`src/rtl/sbus_save_responder.sv`:
```
module sbus_save_responder #(
  parameter int AW  = 16,
  parameter int RXN = 10,
  parameter int TXN = 9
) (
  input  logic               clk,
  input  logic               rst_n,
  input  logic               rx_valid,
  input  logic               rx_stop_ok,
  input  logic [$clog2(RXN+1)-1:0] rx_len,
  input  logic [8*RXN-1:0]   rx_bytes,
  input  logic [1:0]         eeprom_mode,
  input  logic [AW-1:0]      save_base,
  input  logic               tx_busy,
  output logic               tx_start,
  output logic [$clog2(TXN+1)-1:0] tx_len,
  output logic [8*TXN-1:0]   tx_bytes,
  output logic               rx_rearm,
  output logic               mem_rd,
  output logic               mem_wr,
  output logic [AW-1:0]      mem_addr,
  output logic [31:0]        mem_wdata,
  input  logic [31:0]        mem_rdata
);
  localparam int LW = $clog2(TXN+1);
  localparam int TB = 8*TXN;
  localparam logic [7:0] C_EE_STAT  = 8'h00;
  localparam logic [7:0] C_EE_RD    = 8'h04;
  localparam logic [7:0] C_EE_WR    = 8'h05;
  localparam logic [7:0] C_RTC_STAT = 8'h06;
  localparam logic [7:0] C_RTC_RD   = 8'h07;
  localparam logic [7:0] C_RTC_WR   = 8'h08;

  typedef enum logic [2:0] {S_IDLE, S_RA, S_RB, S_RC, S_WB, S_TX} st_t;
  typedef enum logic [1:0] {K_NONE, K_IMM, K_RD, K_WR} kind_t;

  st_t   st;
  kind_t kind;
  logic [LW-1:0] imm_len;
  logic [TB-1:0] imm_bytes;

  wire [7:0]    cmd   = rx_bytes[7:0];
  wire [7:0]    idx   = rx_bytes[15:8];
  wire          ee_on = (eeprom_mode == 2'b01) || (eeprom_mode == 2'b10);
  wire [AW-1:0] blk   = save_base + AW'({idx, 1'b0});
  wire          drop  = !rx_stop_ok || (rx_len == '0) || (kind == K_NONE);

  always_comb begin
    kind      = K_NONE;
    imm_len   = '0;
    imm_bytes = '0;
    case (cmd)
      C_EE_STAT: if (ee_on) begin
        kind            = K_IMM;
        imm_len         = LW'(3);
        imm_bytes[15:8] = (eeprom_mode == 2'b01) ? 8'h80 : 8'hC0;
      end
      C_EE_RD: if (ee_on) kind = K_RD;
      C_EE_WR: if (ee_on) kind = K_WR;
      C_RTC_STAT: begin
        kind            = K_IMM;
        imm_len         = LW'(3);
        imm_bytes[15:8] = 8'h10;
      end
      C_RTC_RD: begin
        kind    = K_IMM;
        imm_len = LW'(9);
        if (idx == 8'd0) imm_bytes[7:0] = 8'h03;
        else imm_bytes = TB'(72'h00_01_21_09_01_06_92_00_00);
      end
      C_RTC_WR: begin
        kind    = K_IMM;
        imm_len = LW'(1);
      end
      default: kind = K_NONE;
    endcase
  end

  always_ff @(posedge clk) begin
    if (!rst_n) begin
      st        <= S_IDLE;
      tx_start  <= 1'b0;
      rx_rearm  <= 1'b0;
      mem_rd    <= 1'b0;
      mem_wr    <= 1'b0;
      mem_addr  <= '0;
      mem_wdata <= '0;
      tx_len    <= '0;
      tx_bytes  <= '0;
    end else begin
      tx_start <= 1'b0;
      rx_rearm <= 1'b0;
      mem_rd   <= 1'b0;
      mem_wr   <= 1'b0;
      case (st)
        S_IDLE: if (rx_valid) begin
          if (drop) rx_rearm <= 1'b1;
          else begin
            case (kind)
              K_IMM: begin
                tx_len   <= imm_len;
                tx_bytes <= imm_bytes;
                st       <= S_TX;
              end
              K_RD: begin
                mem_rd   <= 1'b1;
                mem_addr <= blk;
                st       <= S_RA;
              end
              default: begin
                mem_wr    <= 1'b1;
                mem_addr  <= blk;
                mem_wdata <= rx_bytes[16 +: 32];
                st        <= S_WB;
              end
            endcase
          end
        end
        S_RA: begin
          mem_rd   <= 1'b1;
          mem_addr <= mem_addr + 1'b1;
          st       <= S_RB;
        end
        S_RB: begin
          tx_bytes[31:0] <= mem_rdata;
          st             <= S_RC;
        end
        S_RC: begin
          tx_bytes[63:32]    <= mem_rdata;
          tx_bytes[TB-1:64]  <= '0;
          tx_len             <= LW'(8);
          st                 <= S_TX;
        end
        S_WB: begin
          mem_wr    <= 1'b1;
          mem_addr  <= mem_addr + 1'b1;
          mem_wdata <= rx_bytes[48 +: 32];
          tx_len    <= LW'(1);
          tx_bytes  <= '0;
          st        <= S_TX;
        end
        S_TX: if (!tx_busy) begin
          tx_start <= 1'b1;
          rx_rearm <= 1'b1;
          st       <= S_IDLE;
        end
        default: st <= S_IDLE;
      endcase
    end
  end
endmodule

```
`config.mk`:
```
export PLATFORM = sky130hd
export DESIGN_NAME = sbus_save_responder
export DESIGN_NICKNAME = d
export VERILOG_FILES = /design/src/rtl/sbus_save_responder.sv
export SDC_FILE = /design/constraint.sdc
export NUM_CORES = 1
export LEC_CHECK = 0
export BUFFER_PORTS_ARGS = -buffer_cell sky130_fd_sc_hd__buf_4
export CAP_MARGIN = 20
export CORE_MARGIN = 1
export CORE_UTILIZATION = 39
export CTS_CLUSTER_SIZE = 20
export DETAILED_ROUTE_END_ITERATION = 10
export PLACE_DENSITY = 0.76
export SYNTH_ARGS = -nofsm -noshare
export SYNTH_HDL_FRONTEND = slang
export SYNTH_SLANG_ARGS = --single-unit
```
`constraint.sdc`:
```
create_clock -name clk -period 3.7 [get_ports clk]
set_clock_uncertainty 0.05 [all_clocks]
set_input_delay 0 -clock clk [delete_from_list [all_inputs] [get_ports clk]]
set_output_delay 0 -clock clk [all_outputs]
set_load 0.02 [all_outputs]
```
# Yosys cells after proc, flatten, opt, wreduce, memory -nomap -nowiden
# Index checks and enable logic that the tools add are counted.
# word_totals
register_bits	131
latchBits	0
mem_bits_rw	0
romBits	0
input_bits	139
elab_cells	102
memories	0
# op_classes
add_sub_neg	2
mul	0
div	0
n_lt_le_gt_ge	0
n_eq_ne	20
n_shift	0
mux	47
bitwise_logic	0
reduce_logical	23
# op_table
cell	n
2-to-1 mux 72 bit	3
one-hot mux 40 bit (3 select lines)	1
2-to-1 mux 32 bit	3
one-hot mux 32 bit (3 select lines)	1
one-hot mux 32 bit (2 select lines)	1
2-to-1 mux 56 bit	1
2-to-1 mux 49 bit	1
2-to-1 mux 16 bit	3
equality test 8 x 3 -> 1 bit (second input constant)	4
one-hot mux 16 bit (2 select lines)	1
one-hot mux 8 bit (3 select lines)	1
adder 16 x 1 -> 16 bit (second input constant)	1
adder 16 x 9 -> 16 bit	1
zero test 8 bit	2
one-hot mux 4 bit (4 select lines)	1
AND reduction 4 bit	4
one-hot mux 3 bit (5 select lines)	1
2-to-1 mux 4 bit	3
one-hot mux 4 bit (3 select lines)	1
2-to-1 mux 1 bit	10
2-to-1 mux 2 bit	5
!= test 2 bit (second input constant)	5
2-to-1 mux 3 bit	3
equality test 8 x 4 -> 1 bit (second input constant)	1
22 further kinds	34

# Depth between registers and ports, before layout
# Gate-level depths: netlist of the first run.
# depth
ltp_word	10
ltp_mapped	14
ltp_nobuf	13

# Worst setup path before layout of the first run
# OpenSTA, ideal clock, no wires.
# synth_path
path_type	input to register
startpoint	in rx_bytes[5]
endpoint	reg mem_wdata[14]
setup_ps	86
arrival_time_ps	2549
required_ps	3564
path_slack_ps	1015
cell_stages	11
n_path_buf	2
cell_sequence	or4_4 -> nor4_1 -> a21oi_1 -> ha_1 -> nand3b_1 -> nor3_1 -> o21a_1 -> buf_2 -> buf_1 -> nor2_1 -> a211oi_1
# synth_between
elab_chain_len	7
word_cells_on_any_way	16
cone_classes	eq/ne (9); mux (1); reduce/logical (6)
# synth_lines
item	line_no	rtl
start: declaration	11	input logic [8*RXN-1:0] rx_bytes,
equality test 8 x 3 -> 1 bit / equality test 8 x 4 -> 1 bit (equally long branches)	52	case (cmd)
OR reduction 3 bit (no line)	--	
one-hot mux 2 bit (4 select lines) *	52	
equality test 2 bit, or another cell as far along	99	case (kind)
OR reduction 2 bit (no line) / logical OR 1 bit (equally long branches)	--	
!= test 2 bit (no line)	--	
AND reduction 4 bit (no line) *	--	
end signal: assignment	113	mem_wdata <= rx_bytes[16 +: 32];
end signal: assignment	137	mem_wdata <= rx_bytes[48 +: 32];
end: declaration	22	output logic [31:0] mem_wdata,
# Every way passes the cells marked *; elsewhere a longest branch is shown, timed or not.
# A chain may end at the register's enable or synchronous reset.

# Final worst setup path of the first run
# layout_path
startpoint	in rx_bytes[3]
endpoint	reg mem_addr[12]
# layout_between
elab_chain_len	7
word_cells_on_any_way	14
cone_classes	eq/ne (8); mux (1); reduce/logical (5)
# layout_lines
item	line_no	rtl
equality test 8 x 3 -> 1 bit / equality test 8 x 4 -> 1 bit (equally long branches)	52	
OR reduction 3 bit (no line)	--	
one-hot mux 2 bit (4 select lines) *	52	
zero test 2 bit	46	wire drop = !rx_stop_ok || (rx_len == '0) || (kind == K_NONE);
logical OR 1 bit	46	
!= test 2 bit (no line)	--	
AND reduction 4 bit (no line) *	--	
end signal: assignment	107	mem_addr <= blk;
end signal: assignment	112	mem_addr <= blk;
end signal: assignment	121	mem_addr <= mem_addr + 1'b1;
end: declaration	21	output logic [AW-1:0] mem_addr,
# Marked as above.

==> results of run 1 <==
-- metal layers --
layer | up-vias | wire length, um | global-route usage
li1 | 3186 | - | -
met1 | 3131 | 8470 | 0.299
met2 | 294 | 10700 | 0.475
met3 | 75 | 1500 | 0.0765
met4 | 0 | 973 | 0.140
met5 | - | 0 | 0
-- sequential cells by signal (all words and copies together) (netlist names) --
register	count
tx_bytes	64
mem_wdata	32
mem_addr	16
mem_rd	1
tx_start	1
mem_wr	1
rx_rearm	1
st	3
tx_len	3
-- path summary, 6_finish.rpt --
check,from,endpoint,cells past startpoint
hold reg to reg,tx_len[3],tx_len[3],2
hold / removal,save_base[1],mem_addr[1],4
setup reg to reg,st[1],tx_bytes[17],5
setup / recovery,rx_bytes[3],mem_addr[12],15
-- worst max-delay path: cells and delay by family --
| family | cells | cell delay [ns] |
|---|---|---|
| buffers and inverters | 5 | 1.97 |
| and+or+nand+nor | 7 | 1.09 |
| AOI/OAI and AO/OA | 2 | 0.43 |
| adders and majority gates | 1 | 0.29 |
-- metrics by stage --
stage | instances | power (mW)
6_report | 1221 | 3.50
5_1_grt | 1221 | 3.62
4_1_cts | 1221 | 3.51
3_5_place_dp | 1075 | 1.71
3_3_place_gp | 1075 | 1.70
2_1_floorplan | 687 | 1.53
-- cells in the final DEF, fill, tap and decap left out, drive strengths merged, types with 13 or more instances in the layout --
master,netlist,routed
buf,32,264
dfxtp,122,122
dlygate4sd3,0,114
nor2,106,106
a22oi,51,51
a211oi,39,39
mux2i,34,34
nand2,28,28
nor3,24,24
a21oi,24,24
o21ai,22,22
inv,11,21
clkbuf,28,17
nand3,14,14
ha,13,13
-- final cells by class --
type                            instances  area share
Multi-Input combinational cell        493       0.335
Timing Repair Buffer                  378       0.323
Sequential cell                       122       0.252
Clock buffer                           17      0.0438
Tap cell                              184      0.0237
Clock inverter                         15      0.0182
Inverter                               12     0.00477
-- report_power, final --
group          switching (mW)  internal [mW]  total (mW)  leakage (nW)
registers             0.00924           1.33        1.34         0.983
clock network           0.693           1.02        1.71         0.291
logic                   0.205          0.252       0.457          2.73
total                   0.907           2.60        3.50          4.00
-- cells by family after synthesis --
group | count (synthesis) | share of synthesized area
and+or+nand+nor | 239 | 0.206
adders and majority gates | 14 | 0.0304
buffers and inverters | 72 | 0.0584
AOI/OAI and AO/OA | 188 | 0.227
muxes | 35 | 0.0586
xor gates and xnor gates | 8 | 0.0117
DFF | 122 | 0.407
other | 1 | 0.000625
==> results.md, run 1 <==
- CTS clk-pin slew, worst paths: 0.06 ns
- Worst-case clock buffer depth: 2
- Fmax: 0.289 GHz
- Rows: 44
- Num CTS Buffers: 17
- Initial antenna violation count: 0
- Post-CTS Setup Bufs: 0
- RSZ-0062 raised after global routing: no
- Yosys cell types: 71
- Layout cells sized above 1: 0.307
- CORE AREA: 14800 um2
- Antenna diodes: 0
- Final Hold Fails: 0
- Routed WL: 21600 um
- Dominant cell type by area after synthesis: dfxtp_1
- Global-route wire length before repair: 34200 um
- Max Cap Viol: 0
- Synth top area share: 0.407
- GRT Total Usage: 0.271
- CTS Hold Buffers Added: 114
- Final worst setup slack: 0.234 ns
- Setup TNS: 0 ns
- Slew Limit Headroom: 0.464
- Die W: 126 um
- #FFs+latches synth: 122
- Via count: 6686
- Max IR drop VDD: 0.311 mV
- Final setup violation count: 0
- Synthesized area: 6000 um2
- Tcrit/Tclk final: 0.937
- GRT overflow: 0
- Crit-path cells: dlygate4sd3_1, buf_4, nand2b_1, a2bb2oi_1, nor2_1, a21oi_1, inv_1, ha_1, nor4_2, nand3_2, nor3_1, nand4_1, dlygate4sd3_1, nand3_1, dlygate4sd3_1
- Routability congestion estimate from global placement: 0.871
- Reg-to-reg slack, setup: 0.79 ns
- Die area: 15900 um2
- Vias in the first global route: 6739
- CTS H-Tree Depth: 4
- Sequential standard cell area: 2440 um2
- Slew @ Worst Pin: 0.801 ns
- Static leakage: 4.00 nW
- Filler cell count: 1151
- Final #Nets: 1177
- CP required: 4.01 ns
- Largest net degree at the start of global routing: 67
- Top Ports: 267
- CP max FO: 7
- First-iteration detailed-routing DRC count: 553
- Die height: 126 um
- Top post-synthesis cells by area: dfxtp_1 41%, nor2_1 6.5%, a22oi_1 6.4%, mux2i_1 5.7%, a211oi_1 4.9%
- EDFF count, synth: 0
- First drt pass iteration count: 5
- Power per cell area: 361 nW/um2
- CTS sink count: 122
- Async SR Flop Fraction: 0
- Dpl cell area: 7960 um2
- Top cells by count, synth: 122 x dfxtp_1, 104 x nor2_1, 51 x a22oi_1, 39 x a211oi_1, 34 x mux2i_1
- Final instance area: 9700 um2
- Slowest CP cell: dlygate4sd3_1
- Post-Place Worst Slack: 0.471 ns
- Post-synthesis sequential area ratio: 0.407
- CTS tree: done
- Antenna-violating nets left: 0
- Run status: complete, no violations
- Post-CTS sizing: 0
- HP Class: in -> reg
- Cells after Synth: 679
- Tmin final: 3.47 ns
- Ys flop type: dfxtp_1
- Cell with the most instances after synthesis: dfxtp_1
- Synthesis-to-finish area growth: 61.7%
- Syn. warnings: 0
- Setup crit end kind: register
- Estimated wirelength of the detail-placed design: 13500 um
- Most frequent CP cell: dlygate4sd3_1
- Port-buffer cells: 257
- Initial Util: 0.407
- Minimum hold slack: 0.0126 ns
- Max-slew violations: 0
- Post-layout util: 0.658
- Worst setup SP type: primary input
- Root Buffer: clkbuf_16
- Worst Path Arrival: 3.77 ns
- Worst path max stage delay: 0.59 ns
- Via/cell ratio: 5.48
- # DRC: 0
- Setup CP Type: in -> reg
- Drt wl/cell: 17.7 um
- Syn_area_per_cell: 8.84 um2
- Clk Latency, worst-skew pair: 0.41 ns
- Multi-input gate area: 3250 um2
Note: power is estimated with default switching activity, not from simulation.
==> inputs of run 2 (changes only) <==
- CORE_UTILIZATION: 39 -> 48
- PLACE_DENSITY: 0.76 -> 0.89
==> run 2 against run 1 <==
Net effect:
- sequential share of layout area hardly changed
- final area barely moved
- first-iteration DRC count grew 27%
- clock power is 6% higher
- worst setup slack lost 0.016 ns
- critical path depth did not move
- via count up 7.9%
- register-to-register slack got worse by 0.07 ns
- die area down 18%
- largest cell class unchanged
- highest routed layer unchanged
==> results.md, run 2 (synthesis gave the netlist of run 1 again) <==
- Pint: 2.75 mW
- Final setup violation count: 0
- Clock share of power: 0.502
- Final Hold Fails: 0
- Initial antenna violation count: 0
- Drt wl/cell: 20.2 um
- Root Buffer: clkbuf_16
- GRT Total Usage: 0.380
- Worst Hold Path Cells: 4
- Static leakage: 4.01 nW
- Antenna diodes: 0
- Max reg flops: 64
- Worst setup SP type: primary input
- Global-route wire length before repair: 37900 um
- Routed WL: 24300 um
- Setup CP Type: in -> reg
- Worst-case clock buffer depth: 2
- Sw frac: 0.240
- Hold path endpoint: mem_addr[1]
- Vias in the first global route: 7218
- Die W: 114 um
- Post-CTS Setup Bufs: 0
- Tcrit/Tclk final: 0.941
- Die height: 114 um
- Antenna-violating nets left: 0
- Minimum hold slack: 0.00701 ns
- Biggest regs: tx_bytes x64, mem_wdata x32, mem_addr x16
- Hold Crit Start: save_base[1]
- First drt pass iteration count: 5
- CTS sink count: 122
- CORE AREA: 12100 um2
- Post-CTS sizing: 0
- Slew @ Worst Pin: 0.909 ns
- Tmin final: 3.48 ns
- Dpl cell area: 7930 um2
- Final #Nets: 1175
- Commonest non-fill, non-tap cells in the layout: 262 x buf_4, 122 x dfxtp_1, 113 x dlygate4sd3_1
- Worst Path Arrival: 3.79 ns
- Clk Latency, worst-skew pair: 0.42 ns
- Reg-to-Reg Start: st[1]
- Sw power: 0.870 mW
- Power, Total: 3.62 mW
- Via count: 7211
- Via/cell ratio: 5.99
- Setup crit end kind: register
- Rows: 40
- Max Cap Viol: 0
- RSZ-0062 raised after global routing: no
- CP max FO: 7
- Port-buffer cells: 257
- First-iteration detailed-routing DRC count: 703
- Final instance area: 9710 um2
- Run status: complete, no violations
- # DRC: 0
- Top Ports: 267
- CTS clk-pin slew, worst paths: 0.06 ns
- Power per cell area: 373 nW/um2
- Slew Limit Headroom: 0.394
- Fmax: 0.287 GHz
- Seq pwr share: 0.369
- Routability congestion estimate from global placement: 0.871
- CP required: 4.01 ns
- Reg-to-reg slack, setup: 0.72 ns
- Largest reg by FF count: tx_bytes
- HP Class: in -> reg
- Leading cell type in the layout, fill and taps excluded: buf_4
- CTS H-Tree Depth: 4
- Initial Util: 0.496
- Die area: 13000 um2
- Max-slew violations: 0
- Largest net degree at the start of global routing: 86
- Max IR drop VDD: 0.285 mV
- Estimated wirelength of the detail-placed design: 13000 um
- CTS tree: done
- Setup TNS: 0 ns
- Layout cells sized above 1: 0.305
- Reg2reg end: tx_bytes[25]
- Synthesis-to-finish area growth: 61.8%
- CTS Hold Buffers Added: 113
- GRT overflow: 0
- Logic pwr share: 0.129
- Num CTS Buffers: 17
- Filler cell count: 698
- FF-to-FF path depth: 5
-- run 2: cell count changes in the layout (fill, tap and decap cells not counted), sizes merged --
cell         previous run  this run
inv                    21        14
clkbuf                 17        20
bufinv                  2         4
clkinv                  2         4
buf                   264       263
dlygate4sd3           114       113
-- run 2: metal layers --
layer  routed length [um]  up-vias  share of wire  global-route usage
li1                     -     3197              -                   -
met1                 8810     3378           0.36               0.416
met2                12000      498           0.49               0.665
met3                 2020      138          0.083              0.0935
met4                 1520        0          0.062               0.230
met5                    0        -              0                   0
-- run 2: worst max-delay path, cell delays in order --
cell and delay (ns):
dlygate4sd3_1 0.55, buf_4 0.17, nand2b_1 0.19, a2bb2oi_1 0.22, nor2_1 0.11, a21oi_1 0.24, inv_1 0.08, ha_1 0.28
nor4_2 0.24, nand3_2 0.21, nor3_1 0.19, nand4_1 0.11, dlygate4sd3_1 0.59, nand3_1 0.08, dlygate4sd3_1 0.55
-- run 2: area by class of cell --
class,count,area [um2],area share
inverter,12,46.3,0.00477
clock buffer,20,457,0.0470
multi-input combinational,493,3250,0.335
clock inverter,12,188,0.0193
timing repair buffer,376,3120,0.321
sequential,122,2440,0.252
tap,168,210,0.0216
-- run 2: worst max path at each step --
stage           startpoint             to  slack (ns)  depth (start not counted)
2_1_floorplan  rx_bytes[5]  mem_wdata[14]        1.02                         11
3_3_place_gp   rx_bytes[5]    mem_addr[5]        0.51                         10
3_5_place_dp   rx_bytes[5]    mem_addr[6]        0.43                         10
4_1_cts        rx_bytes[3]   mem_addr[12]        0.30                         12
5_1_grt        rx_bytes[3]   mem_addr[12]        0.06                         12
6_report       rx_bytes[3]   mem_addr[12]        0.22                         15
-- run 2: metrics by stage --
| step | setup WS (ns) | std cells | util |
|---|---|---|---|
| after floorplan | 1.02 | 687 | - |
| after CTS | 0.297 | 1203 | 0.802 |
| final | 0.218 | 1203 | 0.802 |
| after global routing | 0.0642 | 1203 | 0.802 |
| after detailed placement | 0.426 | 1058 | 0.655 |
| after global placement | 0.510 | 1058 | 0.655 |
-- run 2: power groups by stage --
stage | clock (mW) | combinational (mW) | sequential [mW]
after floorplan | 0 | 0.153 | 1.38
after global placement | 0 | 0.336 | 1.36
after detailed placement | 0 | 0.341 | 1.36
after CTS | 1.81 | 0.439 | 1.34
after global routing | 1.88 | 0.494 | 1.34
final | 1.82 | 0.467 | 1.34
==> inputs of run 3 (changes only) <==
==> constraint.sdc (replaced) <==
create_clock -name clk -period 3.7 [get_ports clk]
set_clock_uncertainty 0.05 [all_clocks]
set_input_delay 0.74 -clock clk [delete_from_list [all_inputs] [get_ports clk]]
set_output_delay 0.74 -clock clk [all_outputs]
set_load 0.02 [all_outputs]
==> run 3 against run 2 <==
Net effect:
- combinational power decreased by 25%
- sequential power hardly changed
- clock power shrank 5%
- final area down 11%
- die area stayed put
- largest cell class unchanged
- final cell count down 8.7%
- sequential share of layout area up 3.1 points
- critical endpoint is now mem_addr[13]
- fmax is 7.3% higher
- sequential cell count unchanged
==> results.md, run 3 (synthesis gave the netlist of run 1 again) <==
- Run status: complete, no violations
- Estimated wirelength of the detail-placed design: 13400 um
- Max-slew violations: 0
- Most frequent CP cell: buf_4
- CTS Hold Buffers Added: 0
- Post-CTS sizing: 0
- CORE AREA: 12100 um2
- Leading cell type in the layout, fill and taps excluded: buf_4
- Largest net degree at the start of global routing: 89
- GRT overflow: 0
- Num CTS Buffers: 17
- Tcrit/Tclk final: 0.877
- Layout cells sized above 1: 0.348
- Max IR drop VDD: 0.284 mV
- Setup CP Type: in -> reg
- Rows: 40
- Final Hold Fails: 0
- Via/cell ratio: 5.68
- Top Ports: 267
- First-iteration detailed-routing DRC count: 456
- Seq pwr share: 0.391
- Pint: 2.64 mW
- CTS sink count: 122
- Slowest CP cell: or4_4
- Crit-path cells: buf_4, or4_4, nor4_1, buf_4, a21oi_1, ha_1, nand3b_1, nor4b_4, buf_4, mux2i_1, a22oi_1, o221ai_1
- Commonest non-fill, non-tap cells in the layout: 271 x buf_4, 122 x dfxtp_1, 104 x nor2_1
- Sw power: 0.780 mW
- Logic pwr share: 0.102
- Power, Total: 3.42 mW
- Via count: 6234
- GRT Total Usage: 0.288
- Antenna diodes: 0
- Clk Latency, worst-skew pair: 0.41 ns
- Port-buffer cells: 257
- Die height: 114 um
- Max reg flops: 64
- Die W: 114 um
- Antenna-violating nets left: 0
- Vias in the first global route: 5995
- Final setup violation count: 0
- Setup crit end kind: register
- Largest reg by FF count: tx_bytes
- Die area: 13000 um2
- CTS clk-pin slew, worst paths: 0.05 ns
- Max Cap Viol: 0
- Post-layout util: 0.713
- Initial antenna violation count: 0
- Worst setup SP type: primary input
- CP max FO: 6
- Worst Path Arrival: 3.48 ns
- RSZ-0062 raised after global routing: no
- Clock share of power: 0.507
- First drt pass iteration count: 5
- Static leakage: 3.58 nW
- Global-route wire length before repair: 29400 um
- HP Class: reg -> reg
- CTS tree: done
- CP required: 3.93 ns
- Biggest regs: tx_bytes x64, mem_wdata x32, mem_addr x16
- Routed WL: 18600 um
- Slew Limit Headroom: 0.370
- Drt wl/cell: 16.9 um
- Routability congestion estimate from global placement: 0.892
- Initial Util: 0.496
- Power per cell area: 396 nW/um2
- # DRC: 0
- Root Buffer: clkbuf_16
- Slew @ Worst Pin: 0.945 ns
- Fmax: 0.308 GHz
- Tmin final: 3.24 ns
- Worst-case clock buffer depth: 2
- Sw frac: 0.228
- CTS H-Tree Depth: 4
- Synthesis-to-finish area growth: 43.9%
- Setup TNS: 0 ns
- Worst path max stage delay: 0.54 ns
- Final #Nets: 1072
- Post-CTS Setup Bufs: 0
## run 3: cell count changes in the layout (fill, tap and decap cells not counted)
cell and change:
clkinv_4 +1, buf_4 +9, inv_6 -3, buf_12 +1, clkinv_2 +2, clkinvlp_4 -1
clkbuf_8 -1, dlygate4sd3_1 -113
## run 3: critical path: cells and delay by family
family	cells	cell delay, ns
compound gates	3	0.47
fa+ha+maj	1	0.24
buf+inv	3	0.50
mux	1	0.07
simple gates	4	1.45
## run 3: stage by stage
| stage | cells | cell area [um2] | setup WS [ns] | hold WS, ns |
|---|---|---|---|---|
| after floorplan | 687 | 6030 | 0.275 | 0.479 |
| after global placement | 1068 | 8020 | 0.210 | 0.390 |
| after detailed placement | 1068 | 8020 | 0.121 | 0.397 |
| after CTS | 1098 | 8640 | 0.471 | 0.403 |
| after global routing | 1098 | 8640 | 0.274 | 0.425 |
| final | 1098 | 8640 | 0.455 | 0.401 |
## run 3: cell type report
| class | count | area, um2 |
|---|---|---|
| repair buffers | 273 | 2070 |
| multi-input cells | 493 | 3250 |
| flip-flops and latches | 122 | 2440 |
| clock buffers | 19 | 443 |
| well taps | 168 | 210 |
| fillers | 960 | 3470 |
| inverters | 12 | 46.3 |
| clock inverters | 11 | 173 |
## run 3: power by group through the flow
stage | Combinational [mW] | Sequential [mW] | Clock, mW
6_report | 0.348 | 1.34 | 1.73
5_1_grt | 0.376 | 1.34 | 1.82
4_1_cts | 0.346 | 1.34 | 1.75
3_5_place_dp | 0.343 | 1.36 | 0
3_3_place_gp | 0.339 | 1.36 | 0
2_1_floorplan | 0.153 | 1.38 | 0
## run 3: final timing paths
| kind | startpoint | endpoint | slack, ns | cells past startpoint |
|---|---|---|---|---|
| worst max register to register | st[1] | tx_bytes[1] | 1.09 | 5 |
| worst max-delay path | rx_bytes[5] | mem_addr[13] | 0.46 | 12 |
| worst min register to register | tx_len[1] | tx_len[1] | 0.40 | 2 |
| worst min-delay path | tx_len[1] | tx_len[1] | 0.40 | 2 |
## run 3: per-layer routing
metal / vias up / GRT usage / share of wire
li1: 2983 / - / -
met4: 0 / 0.132 / 0.034
met2: 287 / 0.495 / 0.50
met3: 49 / 0.0871 / 0.074
met1: 2915 / 0.330 / 0.39
met5: - / 0 / 0
